--- src/rtl/los_pkg.sv ---
package los_pkg;

    localparam int LOS_CODE_W = 8;
    localparam int LOS_CODE_MAX = (1 << LOS_CODE_W) - 1;

    typedef enum logic {
        DET_POWER = 1'b0,
        DET_AMPL  = 1'b1
    } det_mode_e;

    typedef logic [LOS_CODE_W-1:0] code_t;

    typedef struct packed {
        code_t set_lvl;
        code_t clr_lvl;
    } level_pair_t;

    // Release level above the assert threshold, saturating at full scale.
    function automatic code_t release_level(input code_t thr, input det_mode_e m);
        logic [LOS_CODE_W+1:0] sum;
        sum = {2'b00, thr} + {3'b000, thr[LOS_CODE_W-1:1]};
        if (m == DET_AMPL)
            sum = sum + {4'b0000, thr[LOS_CODE_W-1:2]};
        if (sum > (LOS_CODE_W+2)'(LOS_CODE_MAX))
            return code_t'(LOS_CODE_MAX);
        return sum[LOS_CODE_W-1:0];
    endfunction

endpackage

--- src/rtl/los_levels.sv ---
module los_levels
    import los_pkg::*;
(
    input  code_t       thr,
    input  det_mode_e   mode,
    output level_pair_t lv
);
    always_comb begin
        lv.set_lvl = thr;
        lv.clr_lvl = release_level(thr, mode);
    end
endmodule

--- src/rtl/los_qualifier.sv ---
module los_qualifier
    import los_pkg::*;
#(
    parameter int SET_TICKS = 10,
    parameter int CLR_TICKS = 40,
    localparam int MAX_TICKS = (SET_TICKS > CLR_TICKS) ? SET_TICKS : CLR_TICKS,
    localparam int CNT_W = $clog2(MAX_TICKS + 1)
)(
    input  logic        clk,
    input  logic        rst,
    input  logic        enable,
    input  logic        clear,
    input  logic        tick,
    input  logic        flag,
    input  code_t       meas,
    input  level_pair_t lv,
    output logic        flip
);
    logic [CNT_W-1:0] cnt;
    logic [CNT_W-1:0] last;
    logic             qual;

    always_comb begin
        qual = flag ? (meas > lv.clr_lvl) : (meas <= lv.set_lvl);
        last = flag ? CNT_W'(CLR_TICKS - 1) : CNT_W'(SET_TICKS - 1);
        flip = enable && !clear && tick && qual && (cnt == last);
    end

    always_ff @(posedge clk) begin
        if (rst || clear || !enable) begin
            cnt <= '0;
        end else if (tick) begin
            if (!qual || cnt == last)
                cnt <= '0;
            else
                cnt <= cnt + 1'b1;
        end
    end
endmodule

--- src/rtl/los_pin_drive.sv ---
module los_pin_drive (
    input  logic flag,
    input  logic invert,
    output logic pin,
    output logic status
);
    always_comb begin
        status = flag;
        pin    = invert ? ~flag : flag;
    end
endmodule

--- src/rtl/los_detector.sv ---
module los_detector
    import los_pkg::*;
#(
    parameter int PWR_SET_TICKS = 10,
    parameter int PWR_CLR_TICKS = 40,
    parameter int AMP_SET_TICKS = 100,
    parameter int AMP_CLR_TICKS = 20
)(
    input  logic                  clk,
    input  logic                  rst,
    input  logic                  us_tick,
    input  logic                  det_sel,
    input  logic                  pin_invert,
    input  logic [LOS_CODE_W-1:0] ampl_code,
    input  logic [LOS_CODE_W-1:0] power_code,
    input  logic [LOS_CODE_W-1:0] ampl_thr,
    input  logic [LOS_CODE_W-1:0] power_thr,
    output logic                  los_pin,
    output logic                  los_status
);
    localparam int N_MODES = 2;

    det_mode_e   mode_q;
    det_mode_e   mode_now;
    logic        mode_chg;
    logic        flag_q;
    code_t       meas [N_MODES];
    code_t       thr  [N_MODES];
    level_pair_t lv   [N_MODES];
    logic [N_MODES-1:0] flip;

    assign mode_now = det_mode_e'(det_sel);
    assign mode_chg = (mode_now != mode_q);

    assign meas[DET_POWER] = power_code;
    assign meas[DET_AMPL]  = ampl_code;
    assign thr[DET_POWER]  = power_thr;
    assign thr[DET_AMPL]   = ampl_thr;

    for (genvar g = 0; g < N_MODES; g++) begin : g_mode
        localparam int ST = (g == int'(DET_AMPL)) ? AMP_SET_TICKS : PWR_SET_TICKS;
        localparam int CT = (g == int'(DET_AMPL)) ? AMP_CLR_TICKS : PWR_CLR_TICKS;

        los_levels u_lv (
            .thr  (thr[g]),
            .mode (det_mode_e'(g)),
            .lv   (lv[g])
        );

        los_qualifier #(.SET_TICKS(ST), .CLR_TICKS(CT)) u_q (
            .clk    (clk),
            .rst    (rst),
            .enable (mode_now == det_mode_e'(g)),
            .clear  (mode_chg),
            .tick   (us_tick),
            .flag   (flag_q),
            .meas   (meas[g]),
            .lv     (lv[g]),
            .flip   (flip[g])
        );
    end

    always_ff @(posedge clk) begin
        if (rst) begin
            mode_q <= DET_POWER;
            flag_q <= 1'b1;
        end else begin
            mode_q <= mode_now;
            if (|flip)
                flag_q <= ~flag_q;
        end
    end

    los_pin_drive u_pin (
        .flag   (flag_q),
        .invert (pin_invert),
        .pin    (los_pin),
        .status (los_status)
    );
endmodule

--- config.mk ---
export PLATFORM = sky130hd
export DESIGN_NAME = los_detector
export DESIGN_NICKNAME = d
export VERILOG_FILES = /design/src/rtl/los_pkg.sv /design/src/rtl/los_levels.sv /design/src/rtl/los_qualifier.sv /design/src/rtl/los_pin_drive.sv /design/src/rtl/los_detector.sv
export SDC_FILE = /design/constraint.sdc
export NUM_CORES = 1
export LEC_CHECK = 0
export BUFFER_PORTS_ARGS = -buffer_cell sky130_fd_sc_hd__clkbuf_2
export CAP_MARGIN = 30
export CELL_PAD_IN_SITES_DETAIL_PLACEMENT = 2
export CELL_PAD_IN_SITES_GLOBAL_PLACEMENT = 2
export CORE_UTILIZATION = 35
export CTS_BUF_LIST = sky130_fd_sc_hd__clkbuf_2
export CTS_CLUSTER_DIAMETER = 80
export DETAILED_ROUTE_END_ITERATION = 7
export GPL_ROUTABILITY_DRIVEN = 0
export PLACE_DENSITY_LB_ADDON = 0.08
export SLEW_MARGIN = 15
export SYNTH_ARGS = -nofsm -noshare
export SYNTH_HDL_FRONTEND = slang
export SYNTH_SLANG_ARGS = --single-unit
--- constraint.sdc ---
create_clock -name clk -period 4.8 [get_ports clk]
set_input_delay 0.48 -clock clk [delete_from_list [all_inputs] [get_ports clk]]
set_output_delay 0.48 -clock clk [all_outputs]
set_load 0.05 [all_outputs]
# [Yosys cells after proc, flatten, opt, wreduce, memory -nomap -nowiden]
# Cells that the tools add are included.
# W data, S select, Z words.
[classes] reduce_logical=18 n_eq_ne=3 mux=13 n_bitwise=2 n_addsub=5 n_lt_le_gt_ge=6
[op_table] cell="$mux W8" count=4
[op_table] cell="$gt A10 B8 Y1 const B" count=2
[op_table] cell="$add A8 B7 Y9" count=2
[op_table] cell="$gt A8 B8 Y1" count=2
[op_table] cell="$le A8 B8 Y1" count=2
[op_table] cell="$mux W7" count=2
[op_table] cell="$mux W6" count=2
[op_table] cell="$add A10 B6 Y10" count=1
[op_table] cell="$logic_and A1 B1 Y1" count=8
[op_table] cell="$add A7 B1 Y7 const B" count=1
[op_table] cell="$eq A7 B7 Y1" count=1
[op_table] cell="$add A6 B1 Y6 const B" count=1
[op_table] cell="$eq A6 B6 Y1" count=1
[op_table] cell="$logic_or A1 B1 Y1" count=5
[op_table] cell="$mux W1" count=5
[op_table] cell="$logic_not A1 Y1" count=4
[op_table] cell="$not A1 Y1" count=2
[op_table] cell="$reduce_or A2 Y1" count=1
[op_table] cell="$ne A1 B1 Y1" count=1
[totals] word_cells=51 ff_bits=15 out_inout_bits=2 in_bits=37

# [Depth between registers and ports, before layout]
[logic_depth] ltp_word=10 depth_mapped=20 mapped_depth_nobuf=20

# [Hierarchy]
# From an unflattened synthesis, not the netlist that was laid out.
[unflattened] cells_unflattened=441 area_unflattened_um2=3444.6
[modules_own_cells] mod="los_qualifier (g_mode[1].u_q)" seq_area_each_um2=140.1 area_each_um2=848.3 cells_per_inst=101 n_inst=1
[modules_own_cells] mod="los_levels (g_mode[0].u_lv)" seq_area_each_um2=0.0 area_each_um2=842.1 cells_per_inst=113 n_inst=1
[modules_own_cells] mod="los_levels (g_mode[1].u_lv)" seq_area_each_um2=0.0 area_each_um2=833.3 cells_per_inst=111 n_inst=1
[modules_own_cells] mod="los_qualifier (g_mode[0].u_q)" seq_area_each_um2=120.1 area_each_um2=822.0 cells_per_inst=104 n_inst=1
[modules_own_cells] mod="los_detector" seq_area_each_um2=40.0 area_each_um2=82.6 cells_per_inst=10 n_inst=1
[modules_own_cells] mod="los_pin_drive" seq_area_each_um2=0.0 area_each_um2=16.3 cells_per_inst=2 n_inst=1

# [Least setup slack after synthesis]
# No wires, ideal clock.
[synth_timing] path_kind="in2reg" startpoint="input port ampl_thr[0]" endpoint="register flag_q" path_stages=20 arrival_ns=4.161 n_path_buf=0 setup_ns=0.072 path_slack_ns=0.567 t_required_ns=4.728 cell_sequence="ha_1 > fa_1 > a21o_1 > a21oi_1 > xnor2_1 > ha_1 > a21oi_1 > o21ai_0 > a21o_1 > nand2b_1 > mux2_4 > nor2b_1 > ha_1 > nor2b_1 > o21bai_1 > a21oi_1 > o31ai_1 > nor2_1 > a31oi_1 > mux2i_1"
[synth_between] elab_chain_len=10 elab_cells_between_ends=11 classes_between="add/sub (2); order compare (3); mux (3); reduce/logical (3)"
[synth_rtl] item="start, declared" line="los_detector.sv:16" rtl="input logic [LOS_CODE_W-1:0] ampl_thr,"
[synth_rtl] item="$add A8 B7 Y9" line="los_pkg.sv:21" rtl="sum = {2'b00, thr} + {3'b000, thr[LOS_CODE_W-1:1]};"
[synth_rtl] item="$add A10 B6 Y10" line="los_pkg.sv:23" rtl="sum = sum + {4'b0000, thr[LOS_CODE_W-1:2]};"
[synth_rtl] item="$gt A10 B8 Y1" line="los_pkg.sv:24" rtl="if (sum > (LOS_CODE_W+2)'(LOS_CODE_MAX))"
[synth_rtl] item="$mux W1" line="los_pkg.sv:24"
[synth_rtl] item="$mux W8" line="los_pkg.sv:26" rtl="return sum[LOS_CODE_W-1:0];"
[synth_rtl] item="$gt A8 B8 Y1" line="los_qualifier.sv:24" rtl="qual = flag ? (meas > lv.clr_lvl) : (meas <= lv.set_lvl);"
[synth_rtl] item="$mux W1 *" line="los_qualifier.sv:24"
[synth_rtl] item="$logic_and A1 B1 Y1 * (2 in series)" line="los_qualifier.sv:26" rtl="flip = enable && !clear && tick && qual && (cnt == last);"
[synth_rtl] item="$reduce_or A2 Y1 *" line="los_detector.sv:69" rtl="if (|flip)"
[synth_rtl] item="end signal, assigned" line="los_detector.sv:70" rtl="flag_q <= ~flag_q;"
[synth_rtl] item="end, declared" line="los_detector.sv:26" rtl="logic flag_q;"
# Mark *: on every way between the ends. The rest lies on a longest branch, timed or not.
# A chain may end at the register's enable or synchronous reset.

# [Worst setup path in the final report]
[layout_timing] startpoint="input port ampl_thr[1]" endpoint="register flag_q"
# Same word-level chain as after synthesis.

==> run metrics <==
outcome=completed; min-delay src=rst; Design Area, Final=0.002883 mm^2; most common cell in the netlist=ha_1; kind of critical path=input pin to register; DP Area=0.002858 mm^2; largest net degree at the start of global routing=15; crit start category=input pin; worst-path fanout max=5; Netlist Area Pre-Place=0.002534 mm^2; Tcrit/Tclk final=0.9081; Mapped Nets=424; CTS sink cnt=15; gr usage total=0.1966; asr flop ratio synth=0; highest clock rate=229.4 MHz; setup bufs post-CTS=0; hold buffers post-CTS=0; CP Capture Type=register; R2R setup slack=2.75 ns; TNS Setup=0 ns; DR vias/cell=5.363; Critical Path AT=4.60 ns; final antenna-violating net count=0; Post-synth EDFFs=0; top_reg_cell synth=dfxtp_1; post-DP HPWL=6137 um; Critical Path RT=5.04 ns; clk buf depth=2; first-pass GRT wire length=12000 um; Leakage=1.373 nW; worst hold path depth=2; Slew Limit Fails=0; reg-to-reg critical path startpoint=flag_q; FF-to-FF path depth=7; Util after Layout=0.4174; post-synth top area share=0.2914; vias=2483; Yosys top cell by area=ha_1; CTS clock-pin slew for the worst setup and hold paths=0.16 ns; First-pass DRT Iterations=4; std cell rows=30; register area=300.3 um^2; # IOs=39; RSZ-0062 raised after global routing=no; final total power=545.2 uW; Post-Syn Area per Cell=7.796 um^2; Peak VDD IR=0.1009 mV; Layout Skew=0.001938 ns; Slew @ Worst Pin=0.5457 ns; final wirelength=7006 um; H-tree levels=1; layout cells sized above 1=0.1580; final setup fails=0; vias in the first global route=2684; synthesis-to-finish area growth=13.78%; die area=0.007583 mm^2; Initial DRC Count=30; Fill cells=884; effective utilization at floorplan=0.3668; Final Hold Viols=0; YS warnings=0; GRT Residual Overflow=0; WHS=0.3983 ns; CTS buffer count=3; Die W=87.08 um; worst-skew pair later-pin latency=0.29 ns; Netlist cell types=50; PortBufs=38; Post-Syn Instances=325; top post-synthesis cells by count=ha_1 (59), nor2_1 (31), inv_1 (28); reg2reg end=g_mode[1].u_q.cnt[4]; Clock Tree Root=clkbuf_2; sequential element share of the synthesized area=0.1185; Ant. Diodes=0; PostCTS Resize Cnt=0; wire length per cell=15.13 um; multi-input logic area=0.002117 mm^2; # Max-Cap Violations=0; initial antenna violation count=0; DRC=0; fin crit period=4.359 ns; pwr/cell area=189.1 mW/mm^2; CTS tree=done; headroom to the max-slew limit=0.6357; core footprint=0.006907 mm^2; min-delay worst type=input pin to register; worst-case hold path end point=mode_q; leading cell types by total area after synthesis=ha_1 (29%), dfxtp_1 (12%), a21oi_1 (4.9%); Die H=87.08 um; nets=467; Yosys reg bits=15
[cell usage in the layout, fill, tap and decap left out, drive strengths merged, types with 4 or more instances in the layout]
cell	n
xor2	9
xnor2	12
o21ai	16
nand3b	4
nand2b	4
nor3	9
a31oi	6
buf	4
nor4	5
nand3	9
nor2	31
dfxtp	15
a21oi	26
a21o	9
nand4	9
nand2	23
inv	28
ha	59
o21bai	4
clkbuf	41
nor2b	9
[flip-flops by register name, summed over array words and instances, names as in the netlist]
| name | flops |
|---|---|
| mode_q | 1 |
| g_mode.u_q.cnt | 13 |
| flag_q | 1 |
[area by class of cell]
class | instances | area share
Clock buffer | 3 | 0.005208
Clock inverter | 1 | 0.001736
Inverter | 28 | 0.03646
Multi-Input combinational cell | 278 | 0.7344
Sequential cell | 15 | 0.1042
Tap cell | 96 | 0.04167
Timing Repair Buffer | 42 | 0.07639
[per-layer routing]
| metal | GRT usage | vias up | wire, um |
|---|---|---|---|
| met3 | 0.01991 | 6 | 134 |
| li1 | - | 1253 | - |
| met2 | 0.3865 | 32 | 3614 |
| met4 | 0.02576 | 0 | 76 |
| met5 | 0 | - | 0 |
| met1 | 0.2321 | 1192 | 3180 |
[power breakdown]
group	total, mW	switching [mW]	internal [mW]
Sequential	0.127	0.000907	0.126
Combinational	0.356	0.196	0.160
Clock	0.0631	0.0442	0.0189
Total	0.545	0.241	0.304
[worst max-delay path, stage by stage]
cell	delay, ns
clkbuf_2	0.12
ha_1	0.22
fa_1	0.44
a21o_1	0.21
a21oi_1	0.17
xnor2_1	0.17
ha_1	0.29
a21oi_1	0.12
o21ai_0	0.17
a21o_1	0.23
nand2b_1	0.14
mux2_4	0.30
or2_1	0.22
ha_1	0.27
nand3_1	0.06
or3_1	0.35
o31ai_2	0.09
nor2_1	0.14
a31oi_1	0.22
mux2i_1	0.19
[metrics by stage]
| stage | cells | worst slack, ns |
|---|---|---|
| 2_1_floorplan | 325 | 0.5671 |
| 3_3_place_gp | 459 | 0.1915 |
| 4_1_cts | 463 | 0.3395 |
| 3_5_place_dp | 459 | 0.02392 |
| 5_1_grt | 463 | 0.06692 |
| 6_report | 463 | 0.4412 |
[worst max-delay path by stage]
stage / from / end / slack (ns) / depth (start not counted)
final: ampl_thr[1] / flag_q / 0.44 / 20
after global routing: ampl_thr[1] / flag_q / 0.07 / 19
after CTS: ampl_thr[1] / flag_q / 0.34 / 21
after detailed placement: ampl_thr[1] / flag_q / 0.02 / 21
after global placement: ampl_thr[1] / flag_q / 0.19 / 21
after floorplan: ampl_thr[0] / flag_q / 0.57 / 20
[cells by family (layout without fill, tap and decap cells)]
| group | after synthesis | in the layout | synth area share |
|---|---|---|---|
| simple gates | 117 | 117 | 0.2375 |
| xor+xnor | 21 | 21 | 0.07556 |
| fa+ha+maj | 62 | 62 | 0.3151 |
| buf+inv | 32 | 74 | 0.04790 |
| mux | 2 | 2 | 0.009875 |
| compound gates | 76 | 76 | 0.1956 |
| flops | 15 | 15 | 0.1185 |
Note: power is estimated with default switching activity, not from simulation.
